==> src/rtl/ascr_pkg.sv <==
package ascr_pkg;
   typedef enum logic [1:0] {
      RX_IDLE  = 2'd0,
      RX_START = 2'd1,
      RX_BITS  = 2'd2
   } rx_state_e;
endpackage

==> src/rtl/ascr_line_sync.sv <==
module ascr_line_sync #(
   parameter int STAGES = 2
) (
   input  logic clk,
   input  logic rst_n,
   input  logic d_i,
   output logic q_o
);
   logic [STAGES-1:0] chain;

   generate
      if (STAGES < 1) begin : g_bad_stages
         $error("ascr_line_sync: STAGES must be at least 1");
      end
      for (genvar i = 0; i < STAGES; i++) begin : g_stage
         always_ff @(posedge clk or negedge rst_n) begin
            if (!rst_n) chain[i] <= 1'b1;
            else if (i == 0) chain[i] <= d_i;
            else chain[i] <= chain[(i == 0) ? 0 : i-1];
         end
      end
   endgenerate

   assign q_o = chain[STAGES-1];
endmodule

==> src/rtl/ascr_rx_frame.sv <==
module ascr_rx_frame
   import ascr_pkg::*;
#(
   parameter int CLK_DIV = 64,
   parameter int DATA_W  = 8
) (
   input  logic              clk,
   input  logic              rst_n,
   input  logic              line_i,
   output logic              done_o,
   output logic              ok_o,
   output logic [DATA_W-1:0] data_o
);
   localparam int CNT_W  = $clog2(CLK_DIV);
   localparam int HALF   = CLK_DIV / 2;
   localparam int NBITS  = DATA_W + 2;
   localparam int IDX_W  = $clog2(NBITS + 1);

   rx_state_e        st;
   logic [CNT_W-1:0] cnt;
   logic [IDX_W-1:0] idx;
   logic [NBITS-1:0] sh;
   logic [NBITS-1:0] sh_nxt;

   assign sh_nxt = {line_i, sh[NBITS-1:1]};

   always_ff @(posedge clk or negedge rst_n) begin
      if (!rst_n) begin
         st     <= RX_IDLE;
         cnt    <= '0;
         idx    <= '0;
         sh     <= '0;
         done_o <= 1'b0;
         ok_o   <= 1'b0;
         data_o <= '0;
      end else begin
         done_o <= 1'b0;
         unique case (st)
            RX_IDLE: begin
               if (!line_i) begin
                  st  <= RX_START;
                  cnt <= CNT_W'(HALF - 1);
               end
            end
            RX_START: begin
               if (cnt != '0) begin
                  cnt <= cnt - 1'b1;
               end else if (line_i) begin
                  st <= RX_IDLE;
               end else begin
                  st  <= RX_BITS;
                  cnt <= CNT_W'(CLK_DIV - 1);
                  idx <= '0;
               end
            end
            RX_BITS: begin
               if (cnt != '0) begin
                  cnt <= cnt - 1'b1;
               end else begin
                  sh  <= sh_nxt;
                  cnt <= CNT_W'(CLK_DIV - 1);
                  idx <= idx + 1'b1;
                  if (idx == IDX_W'(NBITS - 1)) begin
                     st     <= RX_IDLE;
                     done_o <= 1'b1;
                     data_o <= sh_nxt[DATA_W-1:0];
                     ok_o   <= ~(^sh_nxt[DATA_W:0]) & sh_nxt[NBITS-1];
                  end
               end
            end
            default: st <= RX_IDLE;
         endcase
      end
   end

   p_done_single_r1: assert property (@(posedge clk) disable iff (!rst_n)
      done_o |=> !done_o);
   p_idle_after_done_r10: assert property (@(posedge clk) disable iff (!rst_n)
      done_o |-> st == RX_IDLE);
   p_start_abort_r2: assert property (@(posedge clk) disable iff (!rst_n)
      (st == RX_START && cnt == '0 && line_i) |=> (st == RX_IDLE && !done_o));
endmodule

==> src/rtl/ascr_cmd_ctrl.sv <==
module ascr_cmd_ctrl #(
   parameter int ADDR_W = 7
) (
   input  logic              clk,
   input  logic              rst_n,
   input  logic              done_i,
   input  logic              ok_i,
   input  logic [ADDR_W:0]   data_i,
   input  logic [ADDR_W-1:0] station_i,
   output logic [ADDR_W-1:0] cmd_o,
   output logic              vap_o,
   output logic              cs_o,
   output logic              val_o
);
   logic is_addr;
   logic hit;

   assign is_addr = data_i[ADDR_W];
   assign hit     = data_i[ADDR_W-1:0] == station_i;

   always_ff @(posedge clk or negedge rst_n) begin
      if (!rst_n) begin
         cmd_o <= '0;
         vap_o <= 1'b0;
         cs_o  <= 1'b0;
         val_o <= 1'b0;
      end else begin
         vap_o <= 1'b0;
         cs_o  <= 1'b0;
         if (done_i && ok_i) begin
            if (is_addr) begin
               val_o <= hit;
               vap_o <= hit;
            end else if (val_o) begin
               cmd_o <= data_i[ADDR_W-1:0];
               cs_o  <= 1'b1;
            end
         end
      end
   end

   p_vap_pulse_r3: assert property (@(posedge clk) disable iff (!rst_n)
      vap_o |=> !vap_o);
   p_cs_pulse_r5: assert property (@(posedge clk) disable iff (!rst_n)
      cs_o |=> !cs_o);
   p_cs_needs_val_r6: assert property (@(posedge clk) disable iff (!rst_n)
      cs_o |-> val_o);
   p_vap_sets_val_r3: assert property (@(posedge clk) disable iff (!rst_n)
      vap_o |-> val_o);
   p_cmd_only_on_cs_r11: assert property (@(posedge clk) disable iff (!rst_n)
      !$stable(cmd_o) |-> cs_o);
   p_bad_frame_quiet_r7: assert property (@(posedge clk) disable iff (!rst_n)
      (done_i && !ok_i) |=> (!vap_o && !cs_o && $stable(val_o)));
endmodule

==> src/rtl/ascr_top.sv <==
module ascr_top #(
   parameter int CLK_DIV     = 64,
   parameter int ADDR_W      = 7,
   parameter int SYNC_STAGES = 2
) (
   input  logic              clk,
   input  logic              rst_n,
   input  logic              rx_i,
   input  logic [ADDR_W-1:0] station_addr_i,
   output logic [ADDR_W-1:0] cmd_o,
   output logic              vap_o,
   output logic              cs_o,
   output logic              addr_valid_o
);
   localparam int DATA_W = ADDR_W + 1;

   generate
      if (CLK_DIV < 4 || (CLK_DIV % 2) != 0) begin : g_bad_div
         $error("ascr_top: CLK_DIV must be even and at least 4");
      end
      if (ADDR_W < 1) begin : g_bad_addr
         $error("ascr_top: ADDR_W must be at least 1");
      end
   endgenerate

   logic              line_s;
   logic              fr_done;
   logic              fr_ok;
   logic [DATA_W-1:0] fr_data;

   ascr_line_sync #(.STAGES(SYNC_STAGES)) u_sync (
      .clk   (clk),
      .rst_n (rst_n),
      .d_i   (rx_i),
      .q_o   (line_s)
   );

   ascr_rx_frame #(.CLK_DIV(CLK_DIV), .DATA_W(DATA_W)) u_rx (
      .clk    (clk),
      .rst_n  (rst_n),
      .line_i (line_s),
      .done_o (fr_done),
      .ok_o   (fr_ok),
      .data_o (fr_data)
   );

   ascr_cmd_ctrl #(.ADDR_W(ADDR_W)) u_ctrl (
      .clk       (clk),
      .rst_n     (rst_n),
      .done_i    (fr_done),
      .ok_i      (fr_ok),
      .data_i    (fr_data),
      .station_i (station_addr_i),
      .cmd_o     (cmd_o),
      .vap_o     (vap_o),
      .cs_o      (cs_o),
      .val_o     (addr_valid_o)
   );

   p_no_dual_pulse_r5: assert property (@(posedge clk) disable iff (!rst_n)
      !(vap_o && cs_o));
   p_reset_clear_r9: assert property (@(posedge clk)
      !rst_n |-> (cmd_o == '0 && !addr_valid_o && !vap_o && !cs_o));
endmodule

==> config.mk <==
export PLATFORM = sky130hd
export DESIGN_NAME = ascr_top
export DESIGN_NICKNAME = d
export VERILOG_FILES = /design/src/rtl/ascr_pkg.sv /design/src/rtl/ascr_line_sync.sv /design/src/rtl/ascr_rx_frame.sv /design/src/rtl/ascr_cmd_ctrl.sv /design/src/rtl/ascr_top.sv
export SDC_FILE = /design/constraint.sdc
export NUM_CORES = 1
export LEC_CHECK = 0
export BUFFER_PORTS_ARGS = -buffer_cell sky130_fd_sc_hd__buf_2
export CORE_MARGIN = 5
export CORE_UTILIZATION = 25
export DETAILED_ROUTE_END_ITERATION = 16
export SYNTH_ARGS = -nofsm -noshare
export SYNTH_HDL_FRONTEND = slang
export SYNTH_SLANG_ARGS = --single-unit
==> constraint.sdc <==
create_clock -name clk -period 2.4 [get_ports clk]
set_clock_uncertainty 0.15 [all_clocks]
set_input_delay 0.12 -clock clk [delete_from_list [all_inputs] [get_ports clk]]
set_output_delay 0.12 -clock clk [all_outputs]
set_load 0.01 [all_outputs]
==> results <==
- The vias per cell is 4.25.
- The setup path with the least slack is of type flip-flop to flip-flop.
- The most used flip-flop cell after synthesis is sky130_fd_sc_hd__dfrtp_1.
- For this block, the routed nets add up to 3440 µm of wire.
- For the pin with the worst max-slew slack, the measured transition is 0.936 ns.
- Static timing analysis puts the maximum clock frequency at 0.479 GHz.
- The static power due to leakage is 1.13 nW.
- Each instance of the synthesized netlist takes up on average 11.5 µm².
- The H-tree was split into 2 levels.
- The number of max-slew violations in the final report is 0.
- The beginning of the worst register-to-register path is u_rx.cnt[3].
- The number of detailed-routing iterations run before antenna repair is 4.
- In this run the worst path has a maximum fanout of 11.
- The tool flagged a number of max-cap violations equal to 0.
- The clock insertion delay at the later pin of the skew report is 0.30 ns.
- During placement, the flow inserted port buffers numbering 19.
- Global routing finished with a remaining overflow of 0.
- The worst setup path is captured at a flip-flop.
- The number of buffers between clock root and the deepest sink is 2.
- The worst-case register-to-register setup slack is 0.31 ns.
- Detailed placement ended at an HPWL of 2480 µm.
- The design draws 1.61 mW.
- The total global routing track utilization is 0.0769.
- In the final layout, the share of cells above drive strength 1 is 0.255.
- Dividing the detail-routed wire length by the instance count gives 11.0 µm.
- Counting every sink on the clock net gives 43.
- Once the clock tree was built, the resizer swapped 0 gates to a different size.
- The initial utilization of the core area, before any placement, comes to 0.252.
- Ranked by total cell area, the synthesized netlist is headed by sky130_fd_sc_hd__dfrtp_1 (50%), sky130_fd_sc_hd__mux2_2 (9.4%), sky130_fd_sc_hd__ha_1 (5.5%), sky130_fd_sc_hd__nand2_1 (5.5%), sky130_fd_sc_hd__xnor2_1 (4.3%).
- Setup total negative slack on the finished layout was measured at 0 ns.
- The endpoint of the lowest-slack register-to-register path is u_rx.data_o[5].
- The tree is rooted in a sky130_fd_sc_hd__clkbuf_8.
- Of all flip-flops after synthesis, the portion carrying an async set or reset was 1.00.
- The net count reported at finish is 226.
- Setup violations remaining at the end of the flow were counted as 0.
- The run finished with clean final reports.
- The initial antenna violation count was 0.
- The die is 100 µm tall.
- The first global-routing pass estimated 6190 µm of wire.
- The worst supply voltage drop on vdd is 0.000221 V.
- The proportion of synthesized chip area in sequential cells is 0.529.
- The capturing element of the worst setup path is u_rx.data_o[5].
- The number of antenna diodes in the final layout is 0.
- The number of unique standard cell types used by synthesis is 38.
- Entering global routing, the biggest net connects 44 pins.
- The remaining design rule violation count is 0.
- The net count of the mapped netlist is 197.
- The final RePlAce weighted congestion is 0.767.
- In this run, synthesis produced a sequential element count of 43.
- The area of the core is 8090 µm².
- Dividing total power by cell area gives a power density of 674 nW/µm².
- The critical path starts at u_rx.cnt[3].
- Of the available clock period, the critical path in the final layout requires 0.869.
- The clock transition at the registers of the reported paths is 0.08 ns.
- The number of clock buffers added by TritonCTS is 5.
- STA classifies the critical path startpoint as a flip-flop.
- For the worst flop-to-flop path, the logic depth is 5.
- Yosys mapped a number of flops with a built-in enable equal to 0.
- The area growth from synthesis to layout is 17.2%.
- For the worst setup path, the data required time is 2.44 ns.
- Detailed routing inserted a total of 1329 vias.
- The floorplan has 33 rows.
- The class of the tightest hold or removal check is primary input to flip-flop.
- The clock tree from TritonCTS is built.
- The arrival time of the worst setup path is 2.12 ns.
- In this run the count of I/O pins placed on the die edge is 20.
- The floorplan die area is 10100 µm².
- The cell taking the most area after synthesis is sky130_fd_sc_hd__dfrtp_1.
- The remaining max-slew budget at the tightest pin is 0.376.
- The top-area cell type share of the netlist area is 0.503.
- Synthesis handed over a netlist of 178 instances.
- The post-CTS setup buffer count is 0.
- The number of design-rule violations left by the first detailed-router iteration is 51.
- The width of the die is 100 µm.
- In this run the cell area of the synthesized design comes to 2040 µm².
- The time the worst path needs with I/O delays and setup is 2.09 ns.
- The detail route stage leaves a number of antenna-violating nets equal to 0.
- The via count of the first global-routing pass is 1332.
- The number of endpoints with negative hold slack in the final report is 0.
- Setup repair after global routing left no endpoint under its margin.
- The synthesis warning total is 0.
- The utilization of the core after routing is 0.295.
flip-flops by register name, indices dropped and copies added, names as in the netlist:
| signal | flops |
|---|---|
| u_ctrl.val_o | 1 |
| u_rx.st | 2 |
| u_rx.cnt | 6 |
| u_sync.chain | 1 |
| u_sync.q_o | 1 |
| u_rx.idx | 4 |
| u_ctrl.cs_o | 1 |
| u_rx.ok_o | 1 |
| u_rx.data_o | 8 |
| u_rx.done_o | 1 |
| u_ctrl.vap_o | 1 |
| u_rx.sh | 9 |
| u_ctrl.cmd_o | 7 |
final cells by class:
class	instances	area [µm²]
repair buffers	24	143
flip-flops and latches	43	1080
multi-input cells	125	913
well taps	105	131
fillers	842	5700
clock buffers	5	68.8
clock inverters	3	23.8
inverters	8	30.0
synthesized netlist by cell type (2+ instances only):
master / n
sky130_fd_sc_hd__dfstp_2: 2
sky130_fd_sc_hd__mux2_2: 17
sky130_fd_sc_hd__nor2_1: 7
sky130_fd_sc_hd__nor3_1: 3
sky130_fd_sc_hd__dfrtp_1: 41
sky130_fd_sc_hd__o21ai_0: 6
sky130_fd_sc_hd__xor2_1: 3
sky130_fd_sc_hd__a31oi_1: 3
sky130_fd_sc_hd__xnor2_1: 10
sky130_fd_sc_hd__a21oi_1: 6
sky130_fd_sc_hd__ha_1: 9
sky130_fd_sc_hd__nand2_1: 30
sky130_fd_sc_hd__a22o_1: 2
sky130_fd_sc_hd__inv_1: 7
sky130_fd_sc_hd__nand3_1: 4
sky130_fd_sc_hd__o21a_1: 3
sky130_fd_sc_hd__nand2b_1: 4
routing by layer:
metal,up-vias,track usage,share of wire
met5,-,0,0
met1,633,0.103,0.49
met3,5,0.0229,0.048
met4,0,0.0342,0.012
met2,21,0.114,0.45
li1,670,-,-
cell usage in the layout (no fill, tap or decap), drive strengths merged, types with 3 or more instances in the layout:
cell type / instances
o21a: 3
nand2: 30
o21ai: 7
xor2: 3
nor2: 8
ha: 9
nand3: 4
a31oi: 3
inv: 8
nand2b: 4
dlygate4sd3: 4
buf: 20
a21oi: 6
clkbuf: 5
dfrtp: 41
nor3: 3
mux2: 18
xnor2: 10
report_power, final:
| part | switching (mW) | internal [mW] |
|---|---|---|
| registers | 0.0385 | 0.763 |
| clock network | 0.269 | 0.208 |
| logic | 0.190 | 0.142 |
| total | 0.497 | 1.11 |
timing repair:
action | 4_1_cts | 5_1_grt
hold buffers | 4 | 0
hold endpoints to repair | 43 | 0
endpoints found under the setup margin | 0 | 0
worst min-delay path by stage:
stage,startpoint,end,slack (ns),cells after the start
after floorplan,rst_n,u_ctrl.cmd_o[0],-0.33,0
final,station_addr_i[1],u_ctrl.vap_o,0.01,3
after detailed placement,rx_i,u_sync.chain[0],0.08,1
after global placement,rx_i,u_sync.chain[0],0.08,1
after global routing,station_addr_i[0],u_ctrl.vap_o,0.04,4
after CTS,station_addr_i[1],u_ctrl.vap_o,0.003,3
critical path, stage by stage (launching register included):
cell	delay [ns]
sky130_fd_sc_hd__dfrtp_1	0.41
sky130_fd_sc_hd__or3_4	0.42
sky130_fd_sc_hd__or2_4	0.30
sky130_fd_sc_hd__nor4_4	0.13
sky130_fd_sc_hd__buf_4	0.22
sky130_fd_sc_hd__mux2_2	0.34
kinds of logic (layout without fill, tap and decap cells):
group | count (synthesis) | after routing | synth area share
and+or+nand+nor | 58 | 58 | 0.143
buffers and inverters | 10 | 40 | 0.0227
AOI/OAI and AO/OA | 25 | 25 | 0.0767
adders and majority gates | 9 | 9 | 0.0552
xor gates and xnor gates | 14 | 14 | 0.0669
DFF | 43 | 43 | 0.529
muxes | 19 | 19 | 0.106
stage by stage:
step | hold slack, ns | cell area, µm² | worst slack (ns) | cells
final | 0.0147 | 2390 | 0.314 | 313
after global routing | 0.0410 | 2390 | 0.226 | 313
after CTS | 0.00259 | 2390 | 0.313 | 313
after detailed placement | 0.0762 | 2260 | 0.332 | 301
after global placement | 0.0779 | 2260 | 0.353 | 301
after floorplan | -0.326 | 2040 | 0.396 | 178
Power figures use the tool's default switching activity.
